[config.mk]
export PLATFORM = sky130hd
export DESIGN_NAME = minwdt_top
export DESIGN_NICKNAME = d
export VERILOG_FILES = /design/src/rtl/minwdt_pkg.sv /design/src/rtl/minwdt_decode.sv /design/src/rtl/minwdt_prescale.sv /design/src/rtl/minwdt_count.sv /design/src/rtl/minwdt_top.sv
export SDC_FILE = /design/constraint.sdc
export NUM_CORES = 1
export LEC_CHECK = 0
export BUFFER_PORTS_ARGS = -buffer_cell sky130_fd_sc_hd__buf_2
export CORE_MARGIN = 5
export CORE_UTILIZATION = 51
export CTS_CLUSTER_DIAMETER = 120
export CTS_CLUSTER_SIZE = 28
export DETAILED_ROUTE_END_ITERATION = 7
export PLACE_DENSITY = 0.78
export SLEW_MARGIN = 20
export SYNTH_ARGS = -nofsm -noshare
export SYNTH_HDL_FRONTEND = slang
export SYNTH_SLANG_ARGS = --single-unit
[constraint.sdc]
create_clock -name clk_i -period 1.68 [get_ports clk_i]
set_input_delay 0.336 -clock clk_i [delete_from_list [all_inputs] [get_ports clk_i]]
set_output_delay 0.336 -clock clk_i [all_outputs]
set_load 0.05 [all_outputs]
[src/rtl/minwdt_pkg.sv]
package minwdt_pkg;
  localparam logic [7:0] ADR_CMD    = 8'hE0;
  localparam logic [7:0] ADR_ENABLE = 8'hE1;
  localparam logic [7:0] ADR_STATUS = 8'hE2;
  localparam logic [7:0] ADR_TIMER  = 8'hE3;
  localparam logic [7:0] KEY_ARM    = 8'h55;
  localparam logic [7:0] KEY_DISARM = 8'hAA;
  localparam logic [7:0] TIMER_RST  = 8'd1;
endpackage

[src/rtl/minwdt_decode.sv]
module minwdt_decode
  import minwdt_pkg::*;
#(
  parameter int ADDR_W = 8,
  parameter int DATA_W = 8
) (
  input  logic              wr_i,
  input  logic [ADDR_W-1:0] addr_i,
  input  logic [DATA_W-1:0] wdata_i,
  output logic              arm_o,
  output logic              disarm_o,
  output logic              timer_we_o
);
  logic cmd_hit;
  assign cmd_hit    = wr_i && (addr_i == ADDR_W'(ADR_CMD));
  assign arm_o      = cmd_hit && (wdata_i == DATA_W'(KEY_ARM));
  assign disarm_o   = cmd_hit && (wdata_i == DATA_W'(KEY_DISARM));
  assign timer_we_o = wr_i && (addr_i == ADDR_W'(ADR_TIMER));
endmodule

[src/rtl/minwdt_prescale.sv]
module minwdt_prescale #(
  parameter int TICKS_PER_MIN = 60
) (
  input  logic clk_i,
  input  logic rst_ni,
  input  logic run_i,
  input  logic tick_i,
  output logic min_o
);
  localparam int PW = (TICKS_PER_MIN > 1) ? $clog2(TICKS_PER_MIN) : 1;
  localparam logic [PW-1:0] LAST = PW'(TICKS_PER_MIN - 1);

  logic [PW-1:0] pcnt_q;
  logic          wrap;

  assign wrap  = (pcnt_q == LAST);
  assign min_o = run_i && tick_i && wrap;

  // partial minute is dropped whenever the timer is idle
  always_ff @(posedge clk_i or negedge rst_ni) begin
    if (!rst_ni)               pcnt_q <= '0;
    else if (!run_i)           pcnt_q <= '0;
    else if (tick_i && wrap)   pcnt_q <= '0;
    else if (tick_i)           pcnt_q <= pcnt_q + 1'b1;
  end
endmodule

[src/rtl/minwdt_count.sv]
module minwdt_count #(
  parameter int W = 8
) (
  input  logic         clk_i,
  input  logic         rst_ni,
  input  logic         load_i,
  input  logic [W-1:0] load_val_i,
  input  logic         dec_i,
  output logic [W-1:0] cnt_o,
  output logic         expire_o
);
  logic [W-1:0] cnt_q;
  logic         live;

  assign live     = (cnt_q != '0);
  assign expire_o = dec_i && (cnt_q == W'(1));
  assign cnt_o    = cnt_q;

  always_ff @(posedge clk_i or negedge rst_ni) begin
    if (!rst_ni)              cnt_q <= '0;
    else if (load_i)          cnt_q <= load_val_i;
    else if (dec_i && live)   cnt_q <= cnt_q - 1'b1;
  end
endmodule

[src/rtl/minwdt_top.sv]
module minwdt_top
  import minwdt_pkg::*;
#(
  parameter int TICKS_PER_MIN = 6000,
  parameter int ADDR_W        = 8,
  parameter int DATA_W        = 8
) (
  input  logic              clk_i,
  input  logic              rst_ni,
  input  logic              tick_i,
  input  logic              wr_i,
  input  logic [ADDR_W-1:0] addr_i,
  input  logic [DATA_W-1:0] wdata_i,
  output logic [DATA_W-1:0] rdata_o,
  output logic              timeout_o
);
  logic              arm_cmd, disarm_cmd, timer_we;
  logic              arm_fire, min_tick, expire;
  logic              en_q, status_q, timeout_q;
  logic [DATA_W-1:0] timer_q, cnt_q;

  minwdt_decode #(.ADDR_W(ADDR_W), .DATA_W(DATA_W)) u_decode (
    .wr_i      (wr_i),
    .addr_i    (addr_i),
    .wdata_i   (wdata_i),
    .arm_o     (arm_cmd),
    .disarm_o  (disarm_cmd),
    .timer_we_o(timer_we)
  );

  // arming while already armed is ignored
  assign arm_fire = arm_cmd && !en_q;

  minwdt_prescale #(.TICKS_PER_MIN(TICKS_PER_MIN)) u_prescale (
    .clk_i (clk_i),
    .rst_ni(rst_ni),
    .run_i (en_q),
    .tick_i(tick_i),
    .min_o (min_tick)
  );

  minwdt_count #(.W(DATA_W)) u_count (
    .clk_i     (clk_i),
    .rst_ni    (rst_ni),
    .load_i    (arm_fire),
    .load_val_i(timer_q),
    .dec_i     (min_tick),
    .cnt_o     (cnt_q),
    .expire_o  (expire)
  );

  always_ff @(posedge clk_i or negedge rst_ni) begin
    if (!rst_ni) begin
      en_q      <= 1'b0;
      status_q  <= 1'b0;
      timeout_q <= 1'b0;
      timer_q   <= DATA_W'(TIMER_RST);
    end else begin
      timeout_q <= expire;
      if (timer_we) timer_q <= wdata_i;
      if (expire || disarm_cmd) en_q <= 1'b0;
      else if (arm_fire)        en_q <= 1'b1;
      if (expire)        status_q <= 1'b1;
      else if (arm_fire) status_q <= 1'b0;
    end
  end

  assign timeout_o = timeout_q;

  always_comb begin
    rdata_o = '0;
    if (addr_i == ADDR_W'(ADR_ENABLE))      rdata_o[0] = en_q;
    else if (addr_i == ADDR_W'(ADR_STATUS)) rdata_o[0] = status_q;
    else if (addr_i == ADDR_W'(ADR_TIMER))  rdata_o = en_q ? cnt_q : timer_q;
  end
endmodule

Yosys cells after proc, flatten, opt, wreduce, memory -nomap -nowiden:

Index checks and enable logic that the tools add are counted.

* flip-flop bits (word level): 32
* input port bits: 20
* output and inout bits: 9
* word-level logic and storage cells: 48

* $add $sub $neg: 2
* equality and inequality tests: 9
* multiplexer cells: 15
* reductions and logical operators: 16

Operators with widths (count)
* 8-bit == test, second input constant: 5
* 13-bit 2-to-1 mux: 3
* 8-bit 2-to-1 mux: 4
* 7-bit 2-to-1 mux: 2
* 13-bit by 1-bit adder with 13-bit output, second input constant: 1
* 13-bit == test, second input constant: 1
* 1-bit logical AND: 10
* 8-bit by 1-bit == test with 1-bit output, second input constant: 1
* 8-bit by 7-bit == test with 1-bit output, second input constant: 1
* 8-bit nonzero test: 1
* 8-bit by 1-bit subtractor with 8-bit output, second input constant: 1
* 1-bit 2-to-1 mux: 6
* 2-bit nonzero test: 3
* 3-bit by 2-bit inequality test with 1-bit output, second input constant: 1
* 1-bit logical NOT: 1
* 1-bit logical OR: 1

Logic depth before layout (Yosys ltp):

* word-level depth: 6
* gate-level depth with buffers: 6
* mapped depth without buffers: 6

Cells and area by module:

From an unflattened synthesis, not the netlist that was laid out.

* cell total of the unflattened synthesis: 204
* area, all modules: 2004.4 sq um

By module, submodules not included
* minwdt_prescale: times used 1, cells an instance 76, area an instance 729.4 sq um, seq. area each 325.3 sq um
* minwdt_count: times used 1, cells an instance 66, area an instance 590.6 sq um, seq. area each 200.2 sq um
* minwdt_top: times used 1, cells an instance 49, area an instance 588.1 sq um, seq. area each 276.5 sq um
* minwdt_decode: times used 1, cells an instance 13, area an instance 96.3 sq um, seq. area each 0.0 sq um

Worst setup path before layout:

No wires, ideal clock.

* path kind: input port to output port
* start point: in addr_i[3]
* end point: out rdata_o[0]
* data arrival time: 2.005 ns
* path slack: -0.661 ns
* stages on the path: 2
* path buffers: 0
* path through: or4b_4 nor3_1

* cells in the longest elaborated chain, start to end: 4
* elaborated cells between the ends (all ways): 6
* those cells by class: 3 x eq/ne; 3 x mux

Ends and longest elaborated chain
* start, declared: RTL line minwdt_top.sv:12 `input logic [ADDR_W-1:0] addr_i,`
* 8-bit == test: RTL line minwdt_top.sv:74 `else if (addr_i == ADDR_W'(ADR_TIMER)) rdata_o = en_q ? cnt_q : timer_q;`
* 8-bit 2-to-1 mux: RTL line minwdt_top.sv:74
* 1-bit 2-to-1 mux: RTL line minwdt_top.sv:73 `else if (addr_i == ADDR_W'(ADR_STATUS)) rdata_o[0] = status_q;`
* 1-bit 2-to-1 mux (*): RTL line minwdt_top.sv:72 `if (addr_i == ADDR_W'(ADR_ENABLE)) rdata_o[0] = en_q;`
* end, declared: RTL line minwdt_top.sv:14 `output logic [DATA_W-1:0] rdata_o,`

Mark *: on every way between the ends. The rest lies on a longest branch, timed or not.

Worst setup path after layout:

* start point: in addr_i[3]
* end point: out rdata_o[2]

* cells in the longest elaborated chain, start to end: 4
* elaborated cells between the ends (all ways): 6
* those cells by class: 3 x eq/ne; 3 x mux

Ends and longest elaborated chain (RTL line)
* 8-bit == test: minwdt_top.sv:74
* 8-bit 2-to-1 mux: minwdt_top.sv:74
* 7-bit 2-to-1 mux: minwdt_top.sv:73
* 7-bit 2-to-1 mux (*): minwdt_top.sv:72

Marked as above.

==> flow_summary.html <==
<table>
<tr><th>Metric</th><th>Value</th></tr>
<tr><th colspan="2">Clocking</th></tr>
<tr><td>Sinks on Clock Net</td><td>32</td></tr>
<tr><td>Skew-Pair Late Insertion Delay</td><td>0.29 ns</td></tr>
<tr><td>Maximum number of buffers from clock root to sink</td><td>2</td></tr>
<tr><td>TritonCTS clock tree</td><td>yes</td></tr>
<tr><td>Root Buffer</td><td>clkbuf_8</td></tr>
<tr><td>Number of buffers inserted by hold repair at cts</td><td>0</td></tr>
<tr><td>H-tree depth</td><td>2</td></tr>
<tr><td>Num CTS Buffers</td><td>5</td></tr>
<tr><td>Clock-pin slew on the worst setup and hold paths</td><td>0.07 ns</td></tr>
<tr><th colspan="2">Drt</th></tr>
<tr><td>1st-iter DRT viols</td><td>227</td></tr>
<tr><td>DR WL/cell</td><td>17.7 um</td></tr>
<tr><td>DRC violations left</td><td>0</td></tr>
<tr><td>Detailed-route via count</td><td>1977</td></tr>
<tr><td>Antenna Nets Post-Route</td><td>0</td></tr>
<tr><td>Number of iterations in the first detailed-routing pass</td><td>4</td></tr>
<tr><td>Via density per instance</td><td>6.12</td></tr>
<tr><td>Post-Route WL</td><td>5.72 mm</td></tr>
<tr><th colspan="2">GRT</th></tr>
<tr><td>GR Util All Layers</td><td>0.230</td></tr>
<tr><td>Final global-route overflow total</td><td>0</td></tr>
<tr><td>Largest net degree at the start of global routing</td><td>33</td></tr>
<tr><td>First-pass GRT wire length</td><td>9.40 mm</td></tr>
<tr><td>Vias in the first global route</td><td>1986</td></tr>
<tr><td>Number of antenna violations at the first check in global routing</td><td>0</td></tr>
<tr><th colspan="2">Timing</th></tr>
<tr><td>Setup TNS</td><td>-3.61 ns</td></tr>
<tr><td>Worst setup slack after layout</td><td>-0.338 ns</td></tr>
<tr><td>Maximum clock frequency</td><td>496 MHz</td></tr>
<tr><td>Final hold violation count</td><td>0</td></tr>
<tr><td>Tightest Pin Transition</td><td>0.720 ns</td></tr>
<tr><td>Rel. slew slack</td><td>0.520</td></tr>
<tr><td>Setup violation total in the final timing report</td><td>26</td></tr>
<tr><td>Clock Skews</td><td>0.00762 ns</td></tr>
<tr><td>Pins over their slew limit</td><td>0</td></tr>
<tr><td>Tightest hold margin</td><td>0.0918 ns</td></tr>
<tr><td>RSZ-0062 raised after global routing</td><td>yes</td></tr>
<tr><td>Fin crit share</td><td>1.20</td></tr>
<tr><td>Minimum clock period after layout</td><td>2.02 ns</td></tr>
<tr><th colspan="2">Floorplanning</th></tr>
<tr><td>Starting density of the core</td><td>0.536</td></tr>
<tr><td>Die area</td><td>5260 um^2</td></tr>
<tr><td>Die span in y</td><td>72.5 um</td></tr>
<tr><td>Die extent in x</td><td>72.5 um</td></tr>
<tr><td>IO Pins</td><td>29</td></tr>
<tr><td>Floorplan core area</td><td>3720 um^2</td></tr>
<tr><td>Cell row count</td><td>22</td></tr>
<tr><th colspan="2">Synth</th></tr>
<tr><td>Count of synthesis-stage warnings from yosys</td><td>0</td></tr>
<tr><td>Syn Std Cell Area</td><td>1990 um^2</td></tr>
<tr><td>Seq cells post-synth</td><td>32</td></tr>
<tr><td>Async S/R FF share, synth</td><td>1.00</td></tr>
<tr><td>Synthesized Nets</td><td>221</td></tr>
<tr><td>Number of enable flip-flop cells after synthesis</td><td>0</td></tr>
<tr><td>Synth Flop Type</td><td>dfrtp_1</td></tr>
<tr><td>Cell count after synthesis</td><td>197</td></tr>
<tr><td>Seq/Total Area, Yosys</td><td>0.403</td></tr>
<tr><td>Mapped Avg Cell Area</td><td>10.1 um^2</td></tr>
<tr><td>Cell variety after synth</td><td>54</td></tr>
<tr><th colspan="2">Power and ir drop</th></tr>
<tr><td>Total power divided by cell area</td><td>537 nW/um^2</td></tr>
<tr><td>Peak VDD IR</td><td>0.000583 V</td></tr>
<tr><td>Static leakage power</td><td>1.23 nW</td></tr>
<tr><th colspan="2">Setup path</th></tr>
<tr><td>Category of the critical setup timing path</td><td>input pin to primary output</td></tr>
<tr><td>Kind of capture point of the worst setup path</td><td>primary output</td></tr>
<tr><td>Data required time at the worst endpoint</td><td>1.34 ns</td></tr>
<tr><td>Element type at the critical path start</td><td>input pin</td></tr>
<tr><td>Critical path fanouts, max</td><td>7</td></tr>
<tr><td>Arrival time of data at the critical path endpoint</td><td>1.68 ns</td></tr>
<tr><th colspan="2">Final layout</th></tr>
<tr><td>Number of standard cells in the layout, taps in and fillers out</td><td>323</td></tr>
<tr><td>Syn-to-layout area delta</td><td>42.8%</td></tr>
<tr><td>FILL cells</td><td>247</td></tr>
<tr><td>Net count of the finished layout</td><td>298</td></tr>
<tr><td>Layout Cell Area excl Fill</td><td>2850 um^2</td></tr>
<tr><td>Antenna diode count</td><td>0</td></tr>
<tr><td>Fraction of layout cells with a size suffix above 1</td><td>0.444</td></tr>
<tr><th colspan="2">Placement</th></tr>
<tr><td>Detailed-placement wirelength estimate</td><td>4.05 mm</td></tr>
<tr><td>PortBufs</td><td>28</td></tr>
<tr><td>Weighted congestion reported at the end of routability-driven placement</td><td>0.873</td></tr>
<tr><td>Area after DPL</td><td>2570 um^2</td></tr>
<tr><td>Placed cell count</td><td>309</td></tr>
<tr><th colspan="2">Hold path</th></tr>
<tr><td>Path category of the worst min-delay check</td><td>input pin to async pin</td></tr>
<tr><th colspan="2">Outcome</th></tr>
<tr><td>Failing checks</td><td>setup timing</td></tr>
<tr><td>Run status</td><td>complete, but fails checks</td></tr>
<tr><th colspan="2">Flow run</th></tr>
<tr><td>Max Cap Viol</td><td>0</td></tr>
</table>
==> final cells by class <==
cell class	count	area [um^2]	share of cell area
Tap cell	48	60.1	0.0211
Timing Repair Buffer	74	578	0.203
Sequential cell	32	803	0.282
Multi-Input combinational cell	156	1290	0.454
Clock buffer	6	82.6	0.0290
Inverter	5	18.8	0.00660
Clock inverter	2	10.0	0.00352
==> placed cells by master (no fill, tap or decap), drive strengths merged, types with 6 or more instances in the layout <==
cell and instances:
mux2i 7, o21ai 7, nor2 18, a2bb2oi 6, nor3 7, mux2 9
dfrtp 31, clkbuf 6, buf 74, a21oi 7, nand2 11, nand4 10
==> worst max-delay path, stage by stage <==
cell and delay [ns]:
buf_6 0.09, or4b_4 0.54, nor2_4 0.14, nand3_4 0.23
nor2_4 0.17, buf_6 0.16
==> power breakdown <==
group          internal [mW]  switching (mW)  leakage, nW  total, mW
clock network          0.327           0.296       0.0510      0.623
logic                 0.0553          0.0600        0.742      0.115
registers              0.781         0.00849        0.441      0.789
total                   1.16           0.365         1.23       1.53
==> synthesized netlist by cell type (2+ instances only) <==
library cell	count	area, um^2
nand2_1	10	37.5
mux2_2	9	101
nand2b_1	4	25.0
a31oi_1	2	12.5
a2bb2oi_1	6	52.6
nor3b_1	2	15.0
nor2_1	17	63.8
o21ai_0	7	35.0
nand3_1	5	25.0
ha_1	4	50.1
buf_2	2	10.0
xor2_1	4	35.0
nand4_1	9	56.3
o31ai_1	5	37.5
inv_1	5	18.8
mux2i_1	7	70.1
and4_1	3	26.3
and2_1	2	12.5
a211oi_1	2	15.0
or4_1	3	22.5
or4bb_1	2	22.5
a21oi_1	7	35.0
xnor2_1	2	17.5
dfrtp_1	31	776
a32oi_1	5	43.8
or3_1	5	31.3
and3_1	3	18.8
nor3_1	6	30.0
a22oi_1	3	22.5
==> through the flow <==
step	power [mW]	setup WS (ns)	utilization
after floorplan	0.837	-0.244	-
final	1.53	-0.338	0.766
after detailed placement	0.910	-0.415	0.691
after global routing	1.59	-0.395	0.766
after global placement	0.907	-0.372	0.691
after CTS	1.53	-0.317	0.747
==> flip-flops by register name, summed over array words and instances, names as in the netlist <==
| register | cells |
|---|---|
| u_prescale.pcnt_q | 13 |
| timer_q | 8 |
| u_count.cnt_o | 8 |
| en_q | 1 |
| status_q | 1 |
| timeout_o | 1 |
==> worst paths after layout <==
kind | from | to | slack (ns) | depth (start not counted)
min in group clk_i | wdata_i[0] | timer_q[0] | 0.33 | 2
max in group asynchronous | rst_ni | en_q | 1.08 | 1
max reg2reg | u_prescale.pcnt_q[7] | u_count.cnt_o[6] | 0 | 5
min | rst_ni | u_count.cnt_o[0] | 0.09 | 1
min reg2reg | status_q | status_q | 0.50 | 1
max | addr_i[3] | rdata_o[2] | -0.34 | 6
==> what timing repair did <==
action	4_1_cts	5_1_grt
setup endpoints to repair	16	28
gates resized for setup	23	12
pin swaps	3	6
buffers inserted	3	3
==> layer usage <==
| layer | GRT usage | vias up | share of wire |
|---|---|---|---|
| met2 | 0.410 | 66 | 0.53 |
| met5 | 0 | - | 0 |
| met4 | 0.105 | 0 | 0.026 |
| met1 | 0.261 | 978 | 0.40 |
| li1 | - | 919 | - |
| met3 | 0.0512 | 14 | 0.046 |
==> cell families (layout without fill, tap and decap cells) <==
group                    after synthesis  in the layout  share of synthesized area
AND/OR/NAND/NOR                       86             86                      0.280
AO/OA/AOI/OAI                         44             44                      0.158
flip-flops                            32             32                      0.403
multiplexers                          16             16                     0.0861
buffers and inverters                  9             87                     0.0220
XOR/XNOR                               6              6                     0.0264
adder cells (fa/ha/maj)                4              4                     0.0251
No activity file was read; power rests on OpenSTA's default activity.
